--- config.mk ---
export PLATFORM = sky130hd
export DESIGN_NAME = core_power_seq
export DESIGN_NICKNAME = d
export VERILOG_FILES = /design/src/rtl/cps_pkg.sv /design/src/rtl/cps_ctrl.sv /design/src/rtl/cps_core_fsm.sv /design/src/rtl/cps_datapath.sv /design/src/rtl/core_power_seq.sv
export SDC_FILE = /design/constraint.sdc
export NUM_CORES = 1
export LEC_CHECK = 0
export BUFFER_PORTS_ARGS = -buffer_cell sky130_fd_sc_hd__buf_4
export CAP_MARGIN = 20
export CORE_UTILIZATION = 50
export CTS_BUF_LIST = sky130_fd_sc_hd__clkbuf_16
export CTS_CLUSTER_SIZE = 40
export DETAILED_ROUTE_END_ITERATION = 12
export GPL_ROUTABILITY_DRIVEN = 0
export PLACE_DENSITY = 0.87
export SKIP_CTS_REPAIR_TIMING = 1
export SLEW_MARGIN = 20
export SYNTH_ARGS = -nofsm -noshare
export SYNTH_HDL_FRONTEND = slang
export SYNTH_SLANG_ARGS = --single-unit
--- constraint.sdc ---
create_clock -name clk -period 2.2 [get_ports clk]
set_input_delay 0.11 -clock clk [delete_from_list [all_inputs] [get_ports clk]]
set_output_delay 0.11 -clock clk [all_outputs]
set_load 0.1 [all_outputs]
--- src/rtl/cps_pkg.sv ---
package cps_pkg;
  localparam int MAX_CORES = 4;

  typedef enum logic [1:0] {
    PS_RUN  = 2'd0,
    PS_UP   = 2'd1,
    PS_DOWN = 2'd2,
    PS_STBY = 2'd3
  } pwrState_e;

  typedef enum logic [2:0] {
    RD_NONE,
    RD_WAKE,
    RD_STATUS,
    RD_CTL,
    RD_DBG
  } rdSel_e;

  typedef struct packed {
    logic                 wakeWr;
    logic [MAX_CORES-1:0] ctlWr;
    logic                 dbgWr;
    rdSel_e               rdSel;
    logic [1:0]           rdCore;
  } strobe_t;
endpackage

--- src/rtl/cps_ctrl.sv ---
module cps_ctrl
  import cps_pkg::*;
#(
  parameter int ADDR_W    = 12,
  parameter int NUM_CORES = 4
) (
  input  logic [ADDR_W-1:0] busAddr,
  input  logic              busWe,
  output strobe_t           strobe
);
  localparam logic [ADDR_W-1:0] WAKE_OFS   = ADDR_W'('h10);
  localparam logic [ADDR_W-1:0] STATUS_OFS = ADDR_W'('h40);
  localparam logic [ADDR_W-1:0] CTL_BASE   = ADDR_W'('h100);
  localparam logic [ADDR_W-1:0] DBG_OFS    = ADDR_W'('h180);

  logic       isCtl;
  logic [1:0] coreIdx;

  always_comb begin
    coreIdx = busAddr[5:4];
    isCtl   = (busAddr[ADDR_W-1:6] == CTL_BASE[ADDR_W-1:6]) &&
              (busAddr[3:0] == 4'd0) && (32'(coreIdx) < NUM_CORES);
    strobe        = '0;
    strobe.rdSel  = RD_NONE;
    strobe.rdCore = coreIdx;
    if (busAddr == WAKE_OFS) begin
      strobe.rdSel  = RD_WAKE;
      strobe.wakeWr = busWe;
    end else if (busAddr == STATUS_OFS) begin
      strobe.rdSel = RD_STATUS;
    end else if (busAddr == DBG_OFS) begin
      strobe.rdSel = RD_DBG;
      strobe.dbgWr = busWe;
    end else if (isCtl) begin
      strobe.rdSel          = RD_CTL;
      strobe.ctlWr[coreIdx] = busWe;
    end
  end
endmodule

--- src/rtl/cps_core_fsm.sv ---
module cps_core_fsm
  import cps_pkg::*;
#(
  parameter int SEQ_CYCLES = 8,
  parameter bit START_RUN  = 1'b0
) (
  input  logic       clk,
  input  logic       rst_n,
  input  logic       wakeHit,
  input  logic       ctlWr,
  input  logic [1:0] ctlData,
  input  logic       wfi,
  output pwrState_e  state,
  output logic       wakePend,
  output logic [1:0] ctlVal,
  output logic       powerEn,
  output logic       coreRst
);
  localparam int              CNT_W    = (SEQ_CYCLES > 1) ? $clog2(SEQ_CYCLES) : 1;
  localparam logic [CNT_W-1:0] CNT_LOAD = CNT_W'(SEQ_CYCLES - 1);
  localparam logic [1:0]       ARM_CODE = 2'd3;

  pwrState_e        nextState;
  logic [CNT_W-1:0] cnt, nextCnt;
  logic             seqDone, armed;

  assign seqDone = (cnt == '0);
  assign armed   = (ctlVal == ARM_CODE);
  assign powerEn = (state != PS_STBY);
  assign coreRst = (state != PS_RUN);

  always_comb begin
    nextState = state;
    nextCnt   = cnt;
    case (state)
      PS_RUN:  if (armed && wfi) begin
                 nextState = PS_DOWN;
                 nextCnt   = CNT_LOAD;
               end
      PS_UP:   if (seqDone) nextState = PS_RUN;
               else nextCnt = cnt - 1'b1;
      PS_DOWN: if (seqDone) nextState = PS_STBY;
               else nextCnt = cnt - 1'b1;
      PS_STBY: if (wakePend || wakeHit) begin
                 nextState = PS_UP;
                 nextCnt   = CNT_LOAD;
               end
      default: nextState = PS_STBY;
    endcase
  end

  always_ff @(posedge clk or negedge rst_n) begin
    if (!rst_n) begin
      state    <= START_RUN ? PS_RUN : PS_STBY;
      cnt      <= '0;
      wakePend <= 1'b0;
      ctlVal   <= 2'd0;
    end else begin
      state <= nextState;
      cnt   <= nextCnt;
      if (state == PS_UP && seqDone) wakePend <= 1'b0;
      else if (wakeHit && state != PS_RUN) wakePend <= 1'b1;
      if (state == PS_DOWN && seqDone) ctlVal <= 2'd0;
      else if (ctlWr) ctlVal <= ctlData;
    end
  end
endmodule

--- src/rtl/cps_datapath.sv ---
module cps_datapath
  import cps_pkg::*;
#(
  parameter int NUM_CORES  = 4,
  parameter int SEQ_CYCLES = 8,
  parameter int DATA_W     = 32
) (
  input  logic                   clk,
  input  logic                   rst_n,
  input  strobe_t                strobe,
  input  logic [DATA_W-1:0]      busWdata,
  input  logic [NUM_CORES-1:0]   wfiIn,
  output logic [DATA_W-1:0]      busRdata,
  output logic [NUM_CORES-1:0]   powerEn,
  output logic [NUM_CORES-1:0]   coreReset,
  output logic [4*NUM_CORES-1:0] statusWord
);
  localparam logic [DATA_W-1:0] DBG_MASK =
      (DATA_W'(1) << 24) | (DATA_W'(1) << 19) |
      (DATA_W'((1 << NUM_CORES) - 1) << 20);

  pwrState_e              coreState [NUM_CORES];
  logic [1:0]             ctlVals   [NUM_CORES];
  logic [NUM_CORES-1:0]   wakeVec;
  logic [DATA_W-1:0]      dbgReg;

  for (genvar g = 0; g < NUM_CORES; g++) begin : gCore
    cps_core_fsm #(
      .SEQ_CYCLES(SEQ_CYCLES),
      .START_RUN (1'(g == 0))
    ) u_core (
      .clk     (clk),
      .rst_n   (rst_n),
      .wakeHit (strobe.wakeWr && busWdata[g]),
      .ctlWr   (strobe.ctlWr[g]),
      .ctlData (busWdata[1:0]),
      .wfi     (wfiIn[g]),
      .state   (coreState[g]),
      .wakePend(wakeVec[g]),
      .ctlVal  (ctlVals[g]),
      .powerEn (powerEn[g]),
      .coreRst (coreReset[g])
    );
    assign statusWord[4*g +: 4] = {2'b00, coreState[g]};
  end

  always_ff @(posedge clk or negedge rst_n) begin
    if (!rst_n) dbgReg <= '0;
    else if (strobe.dbgWr) dbgReg <= busWdata & DBG_MASK;
  end

  always_comb begin
    busRdata = '0;
    case (strobe.rdSel)
      RD_WAKE:   busRdata = DATA_W'(wakeVec);
      RD_STATUS: busRdata = DATA_W'(statusWord);
      RD_CTL:    busRdata = DATA_W'(ctlVals[strobe.rdCore]);
      RD_DBG:    busRdata = dbgReg;
      default:   busRdata = '0;
    endcase
  end
endmodule

--- src/rtl/core_power_seq.sv ---
module core_power_seq
  import cps_pkg::*;
#(
  parameter int NUM_CORES  = 4,
  parameter int SEQ_CYCLES = 8,
  parameter int ADDR_W     = 12,
  parameter int DATA_W     = 32
) (
  input  logic                 clk,
  input  logic                 rst_n,
  input  logic [ADDR_W-1:0]    busAddr,
  input  logic                 busWe,
  input  logic [DATA_W-1:0]    busWdata,
  output logic [DATA_W-1:0]    busRdata,
  input  logic [NUM_CORES-1:0] wfiIn,
  output logic [NUM_CORES-1:0] powerEn,
  output logic [NUM_CORES-1:0] coreReset
);
  strobe_t                strobe;
  logic [4*NUM_CORES-1:0] statusWord;

  cps_ctrl #(
    .ADDR_W   (ADDR_W),
    .NUM_CORES(NUM_CORES)
  ) u_ctrl (
    .busAddr(busAddr),
    .busWe  (busWe),
    .strobe (strobe)
  );

  cps_datapath #(
    .NUM_CORES (NUM_CORES),
    .SEQ_CYCLES(SEQ_CYCLES),
    .DATA_W    (DATA_W)
  ) u_dp (
    .clk       (clk),
    .rst_n     (rst_n),
    .strobe    (strobe),
    .busWdata  (busWdata),
    .wfiIn     (wfiIn),
    .busRdata  (busRdata),
    .powerEn   (powerEn),
    .coreReset (coreReset),
    .statusWord(statusWord)
  );
endmodule

# ---- After elaboration in Yosys (flattened, before gate mapping)
# Index checks and enable logic that the tools add are counted.
# Widths: inputs -> output; s select.
dict set report word_totals {
  input_bits 51
  output_inout_bits 40
  elab_cells 201
  ff_bits 38
}
dict set report op_classes {
  n_mux 68
  n_addsub 4
  eq_ne 48
  reduce_logical 59
  bitwise 2
  order_cmp 3
}
# cell count
set op_table {}
lappend op_table {{$pmux 25 s4} 1}
lappend op_table {{$mux 2} 27}
lappend op_table {{$ne 2x2->1 const B} 24}
lappend op_table {{$mux 3} 15}
lappend op_table {{$pmux 3 s3} 4}
lappend op_table {{$pmux 2 s4} 4}
lappend op_table {{$eq 2x2->1 const B} 12}
lappend op_table {{$reduce_bool 2->1} 12}
lappend op_table {{$logic_and 1x1->1} 22}
lappend op_table {{$reduce_and 4->1} 4}
lappend op_table {{$eq 12x5->1 const B} 1}
lappend op_table {{$eq 12x7->1 const B} 1}
lappend op_table {{$eq 12x9->1 const B} 1}
lappend op_table {{$logic_not 3->1} 4}
lappend op_table {{$reduce_and 3->1} 4}
lappend op_table {{$sub 3x1->3 const B} 4}
lappend op_table {{$mux 1} 11}
lappend op_table {{$mux 5} 2}
lappend op_table {{$eq 2x1->1 const B} 4}
lappend op_table {{$logic_not 2->1} 4}
lappend op_table {{$mux 4} 2}
lappend op_table {{$reduce_or 2->1} 4}
lappend op_table {{$eq 3x2->1 const B} 2}
lappend op_table {{$eq 6x3->1 const B} 1}
lappend op_table {{11 further kinds} 14}

# ---- Longest topological paths before layout
dict set report logic_depth {
  depth_word 11
  mapped_depth 7
  ltp_nobuf 7
}

# ---- Modules after synthesis
# From an unflattened synthesis, not the netlist that was laid out.
dict set report hier_totals {
  hier_cells 307
  hier_area_um2 2927.8
}
# module cells_each n_inst seq_area_each_um2 area_each_um2
set modules_own_cells {}
lappend modules_own_cells {{cps_core_fsm at u_dp.gCore[1].u_core ...} 52 3 202.7 508.0}
lappend modules_own_cells {cps_datapath 73 1 150.1 654.4}
lappend modules_own_cells {{cps_core_fsm at u_dp.gCore[0].u_core} 52 1 200.2 505.5}
lappend modules_own_cells {cps_ctrl 26 1 0.0 244.0}

# ---- Worst setup path before layout
# No wires, ideal clock.
dict set report synth_path {
  path_kind {input -> output}
  startpoint {input port busAddr[1]}
  endpoint {output port busRdata[12]}
  path_stages 4
  slack_ps 506
  arrival_time_ps 1584
  cell_sequence {nor4_4 -> nand2_1 -> and4bb_2 -> and2_1}
}
dict set report synth_between {
  elab_chain_cells 8
  word_cells_on_any_way 14
}
# element line_no
set synth_lines {}
lappend synth_lines {{start: declaration} core_power_seq.sv:11} ;# input logic [ADDR_W-1:0] busAddr,
lappend synth_lines {{$logic_not 4->1} cps_ctrl.sv:22} ;# (busAddr[3:0] == 4'd0) && (32'(coreIdx) < NUM_CORES);
lappend synth_lines {{$logic_and 1x1->1} cps_ctrl.sv:21} ;# isCtl = (busAddr[ADDR_W-1:6] == CTL_BASE[ADDR_W-1:6]) &&
lappend synth_lines {{$mux 2} cps_ctrl.sv:34} ;# end else if (isCtl) begin
lappend synth_lines {{$mux 3} cps_ctrl.sv:31} ;# end else if (busAddr == DBG_OFS) begin
lappend synth_lines {{$mux 3} cps_ctrl.sv:29} ;# end else if (busAddr == STATUS_OFS) begin
lappend synth_lines {{$mux 3 *} cps_ctrl.sv:26} ;# if (busAddr == WAKE_OFS) begin
lappend synth_lines {{$eq 3x3->1 (tied with other cells)} cps_datapath.sv:54} ;# case (strobe.rdSel)
lappend synth_lines {{$pmux 25 s4 *} cps_datapath.sv:54}
lappend synth_lines {{end: declaration} core_power_seq.sv:14} ;# output logic [DATA_W-1:0] busRdata,
# Mark *: on every way between the ends. The rest lies on a longest branch, timed or not.

# ---- Worst setup path after layout
dict set report layout_path {
  startpoint {register u_dp.gCore[3].u_core.ctlVal[1]}
  endpoint {output port busRdata[1]}
}
dict set report layout_between {
  elab_chain_cells 4
}
# element line_no
set layout_lines {}
lappend layout_lines {{start: declaration} cps_core_fsm.sv:15} ;# output logic [1:0] ctlVal,
lappend layout_lines {{start signal: assignment} cps_core_fsm.sv:64} ;# else if (ctlWr) ctlVal <= ctlData;
lappend layout_lines {{$bmux 2 s2} cps_datapath.sv:57} ;# RD_CTL: busRdata = DATA_W'(ctlVals[strobe.rdCore]);
lappend layout_lines {{$mux 2 (implied by the code) (2 in series)} cps_datapath.sv:57}
lappend layout_lines {{$pmux 25 s4} cps_datapath.sv:54}
# No other way between the ends. The select of a mux whose other input is x is not followed.

==> impl.org <==
** Worst setup path
- The worst setup path is of the register to output pin kind.
- Worst EP required :: approximately 2.1 ns
- Critical path origin :: u_dp.gCore[3].u_core.ctlVal[1]$_DFFE_PN0P_
- Beginning of the worst register-to-register path :: u_dp.gCore[1].u_core.state[0]$_DFFE_PN1P_
- Critical path launch point type :: register
- For this run, the slowest stage of the critical path takes about 0.47 ns.
- In this run the worst path has a maximum fanout of 3.
- The worst setup path is captured at an output pin.
- Crit path arrival time :: between 1.5 and 2 ns
- Cell with the biggest individual delay on the critical path :: sky130_fd_sc_hd__mux4_2
- Walking the worst path, the cells encountered are mux4_2 > a222oi_1 > inv_1 > buf_4.

** Floorplan
- Core Box Area :: ~5500 um2
- The initial utilization of the core area, before any placement, comes to 0.517.
- In this run the vertical extent of the chip is a little under 80 um.
- Core Rows :: 27
- Die outline area :: 5970 um2
- Number of placed I/O pins :: 91
- Horizontal extent of the die :: 77.3 um

** STA
- For the finished layout, the period the worst path requires is 1.94 ns.
- Of the available clock period, the critical path in the final layout requires 0.884.
- Final setup violation count :: 0
- Between clock sinks in the finished design, the worst skew comes to approximately 0.0022 ns.
- Hold timing on the final database bottoms out at a slack of ~0.066 ns.
- Setup repair after global routing left no endpoint under its margin.
- The total count of hold-check failures in the final report was 0.
- Peak Freq :: ~0.51 GHz
- Worst path setup slack after routing :: between 0.2 and 0.3 ns
- After routing, the total negative slack on setup checks comes to 0 ns.
- Number of max-slew violations in the final report :: 0

** Detailed routing
- Routed length per instance :: around 15 um
- The routed design has 5930 um of wire.
- Summing over every cut layer, the via total after detailed routing is roughly 2200.
- Initial DRC count :: roughly 140
- Before antenna repair, the detailed router went through 4 iterations.
- Final antenna-violating net count :: 0
- Detail-routed via count per cell :: roughly 5.3
- Count of unresolved DRC violations after routing :: 0

** Clock network
- The longest clock path from root to sink contains 2 buffers.
- Clock tree from TritonCTS :: yes
- Number of levels in the clock H-tree :: 2
- In this run the clock root is driven by a sky130_fd_sc_hd__clkbuf_16.
- Cts bufs inserted :: 5
- Clock tree synthesis found a total of 38 sinks.
- Clock-pin slew was measured on the worst setup and hold paths at 0.06 ns.
- For the worst-skew pair, the clock arrives at the later sink with an insertion delay of 0.28 ns.

** Power and ir drop
- Seq pwr share :: 0.238
- The analysis attributes to net switching a power of slightly above 0.002 W.
- Internal power summed over all cells :: about 0.0024 W
- Power density of the placed cells :: between 1000 and 1500 nW/um2
- Summed over all cells, the static leakage comes to 1.64 nW.
- Final total power :: 0.00448 W
- Worst IR Drop VDD :: about 0.00097 V
- Of the total power, combinational logic draws 0.554.
- The share of total power dissipated in the clock network is 0.208.
- Of the total power, the share spent switching nets is 0.463.

** Cells and area
- Post-layout net count :: 414
- Fill cells in the final layout number 462.
- The finished layout holds ~400 standard cells, fillers aside.
- Antenna Diode Count :: 0
- Fraction of final layout cells with drive strength greater than 1 :: 0.261
- Growth of design area from synthesis to finish :: 18.8%

** Global route
- The number of global-route vias before repair came to ~2200.
- Maximum number of pins on one net before global-route repair :: 39
- The initial antenna violation count was 0.
- The first global-routing pass estimated 10100 um of wire.
- GRT Overall Usage :: 0.218
- Summed over all layers, the global routing overflow is 0.

** Hold path
- The startpoint identified for the worst hold timing path is busWdata[24].
- Class of the tightest hold or removal check :: primary input to register

** Synth
- Yosys warning count :: 0
- The most used flip-flop cell after synthesis is sky130_fd_sc_hd__dfrtp_1.
- The biggest area contributor in the post-synthesis netlist is sky130_fd_sc_hd__dfrtp_1.
- The average instance in the mapped netlist occupies ~10 um2.
- Of the post-synthesis cell area, the dominant cell type holds 0.283.
- After synthesis the netlist holds a flip-flop and latch count of 38.
- Biggest area contributors in the synthesized netlist :: sky130_fd_sc_hd__dfrtp_1 28%, sky130_fd_sc_hd__ha_1 12%, sky130_fd_sc_hd__buf_4 6.4%, sky130_fd_sc_hd__dfstp_2 5.6%, sky130_fd_sc_hd__mux2i_1 4.2%
- The mapped netlist covers between 2000 and 3000 um2.
- Share of async-settable or async-resettable flops after synthesis :: 1.00
- Number of enable flip-flop cells after synthesis :: 0
- Yosys mapped the design onto 50 distinct sky130hd cell types.
- Post-Syn Instances :: 288
- Of the synthesized area, sequential elements account for 0.338.

** Status
- The flow ran to the end, and the final reports show no timing, DRC or antenna violations.

** Place
- Prior to clock tree synthesis, the placed netlist has a worst setup slack of between 0.4 and 0.5 ns.
- Buffers placed on the I/O ports in this run total 52.
- Final HPWL from detailed placement :: around 4400 um
- Counting tap cells, the placed design contains a total of 400 instances.

** Job
- The tool flagged a number of max-cap violations equal to 0.
==> synth_stat cells, drive strengths merged (2+ instances only) <==
cell     count
a31oi        8
o22a         4
nor4         4
nand4        3
a22o         2
nand3        9
o32a         2
nor2        19
inv         28
buf         27
nand2b       6
nand2       17
nor2b        5
dfstp        6
a2bb2oi      5
a21o         2
a21oi       15
mux2i       12
a31o         2
and2        16
ha          27
dfrtp       32
a222oi       2
o21ai        8
mux4         2
mux2         6
a211oi       4
==> state kept, by name, indices dropped and copies added, names as in the netlist <==
signal / count
u_dp.dbgReg: 6
u_dp.gCore.u_core.state: 8
u_dp.gCore.u_core.wakePend: 4
u_dp.gCore.u_core.ctlVal: 8
u_dp.gCore.u_core.cnt: 12
==> stage by stage <==
stage                     area (um2)  utilization
after global routing            3360        0.615
after global placement          3160        0.578
after floorplan                 2890            -
final                           3360        0.615
after CTS                       3350        0.613
after detailed placement        3160        0.578
==> layout make-up <==
cell class | instances | area, um2 | share of cell area
Multi-Input combinational cell | 209 | 1610 | 0.480
Sequential cell | 38 | 958 | 0.285
Timing Repair Buffer | 54 | 408 | 0.121
Clock buffer | 5 | 125 | 0.0372
Inverter | 28 | 105 | 0.0313
Tap cell | 72 | 90.1 | 0.0268
Clock inverter | 3 | 63.8 | 0.0190
==> final timing paths <==
path                       slack [ns]                                         to  depth (start not counted)
max                              0.26                                busRdata[1]                          4
min                              0.07                u_dp.dbgReg[24]$_DFFE_PN0P_                          2
max reg2reg                      0.50    u_dp.gCore[1].u_core.cnt[2]$_DFFE_PN0P_                          6
min reg2reg                      0.49    u_dp.gCore[2].u_core.cnt[1]$_DFFE_PN0P_                          1
max in group asynchronous        1.52  u_dp.gCore[1].u_core.state[0]$_DFFE_PN1P_                          2
min in group asynchronous        0.33    u_dp.gCore[0].u_core.cnt[0]$_DFFE_PN0P_                          2
==> routing by layer <==
metal	GRT usage	share of wire	up-vias
li1	-	-	1060
met1	0.259	0.42	1037
met3	0.0512	0.064	6
met4	0.0623	0.010	0
met2	0.388	0.51	85
met5	0	0	-
==> power groups by stage <==
stage	registers, W	logic (W)	clock network (W)
2_1_floorplan	0.00103	0.00212	0
3_3_place_gp	0.00106	0.00236	0
3_5_place_dp	0.00107	0.00245	0
4_1_cts	0.00106	0.00248	0.000945
5_1_grt	0.00109	0.00271	0.000980
6_report	0.00106	0.00248	0.000932
==> worst max-delay path, delay by kind of cell (launching register included) <==
family	cells	cell delay [ns]
AOI/OAI and AO/OA	1	0.35
muxes	1	0.47
DFF	1	0.40
buffers and inverters	2	0.33
==> logic make-up after synthesis <==
logic type | after synthesis | synth area share
and+or+nand+nor | 87 | 0.182
AOI/OAI and AO/OA | 59 | 0.164
buffers and inverters | 56 | 0.112
DFF | 38 | 0.338
adders and majority gates | 27 | 0.119
muxes | 20 | 0.0822
other | 1 | 0.00132
==> cell usage in the layout (no fill, tap or decap), types with 2 or more instances in the layout <==
master                      count
sky130_fd_sc_hd__nor2_1        19
sky130_fd_sc_hd__a211oi_4       2
sky130_fd_sc_hd__a31oi_1        7
sky130_fd_sc_hd__a222oi_1       2
sky130_fd_sc_hd__nor2b_1        5
sky130_fd_sc_hd__o21ai_0        8
sky130_fd_sc_hd__dfstp_2        6
sky130_fd_sc_hd__nand3_1        9
sky130_fd_sc_hd__mux2i_1       12
sky130_fd_sc_hd__nand2_1       17
sky130_fd_sc_hd__bufinv_16      2
sky130_fd_sc_hd__mux4_2         2
sky130_fd_sc_hd__o32a_1         2
sky130_fd_sc_hd__ha_1          27
sky130_fd_sc_hd__clkbuf_16      5
sky130_fd_sc_hd__a2bb2oi_1      5
sky130_fd_sc_hd__inv_1         28
sky130_fd_sc_hd__buf_4         53
sky130_fd_sc_hd__nor4_4         2
sky130_fd_sc_hd__nand2b_1       5
sky130_fd_sc_hd__a21o_1         2
sky130_fd_sc_hd__mux2_2         6
sky130_fd_sc_hd__a22o_1         2
sky130_fd_sc_hd__a21oi_1       15
sky130_fd_sc_hd__conb_1        16
sky130_fd_sc_hd__o22a_1         4
sky130_fd_sc_hd__nand4_1        3
sky130_fd_sc_hd__and2_1        16
sky130_fd_sc_hd__nor4_2         2
sky130_fd_sc_hd__dfrtp_1       32
No activity file was read; power rests on OpenSTA's default activity.
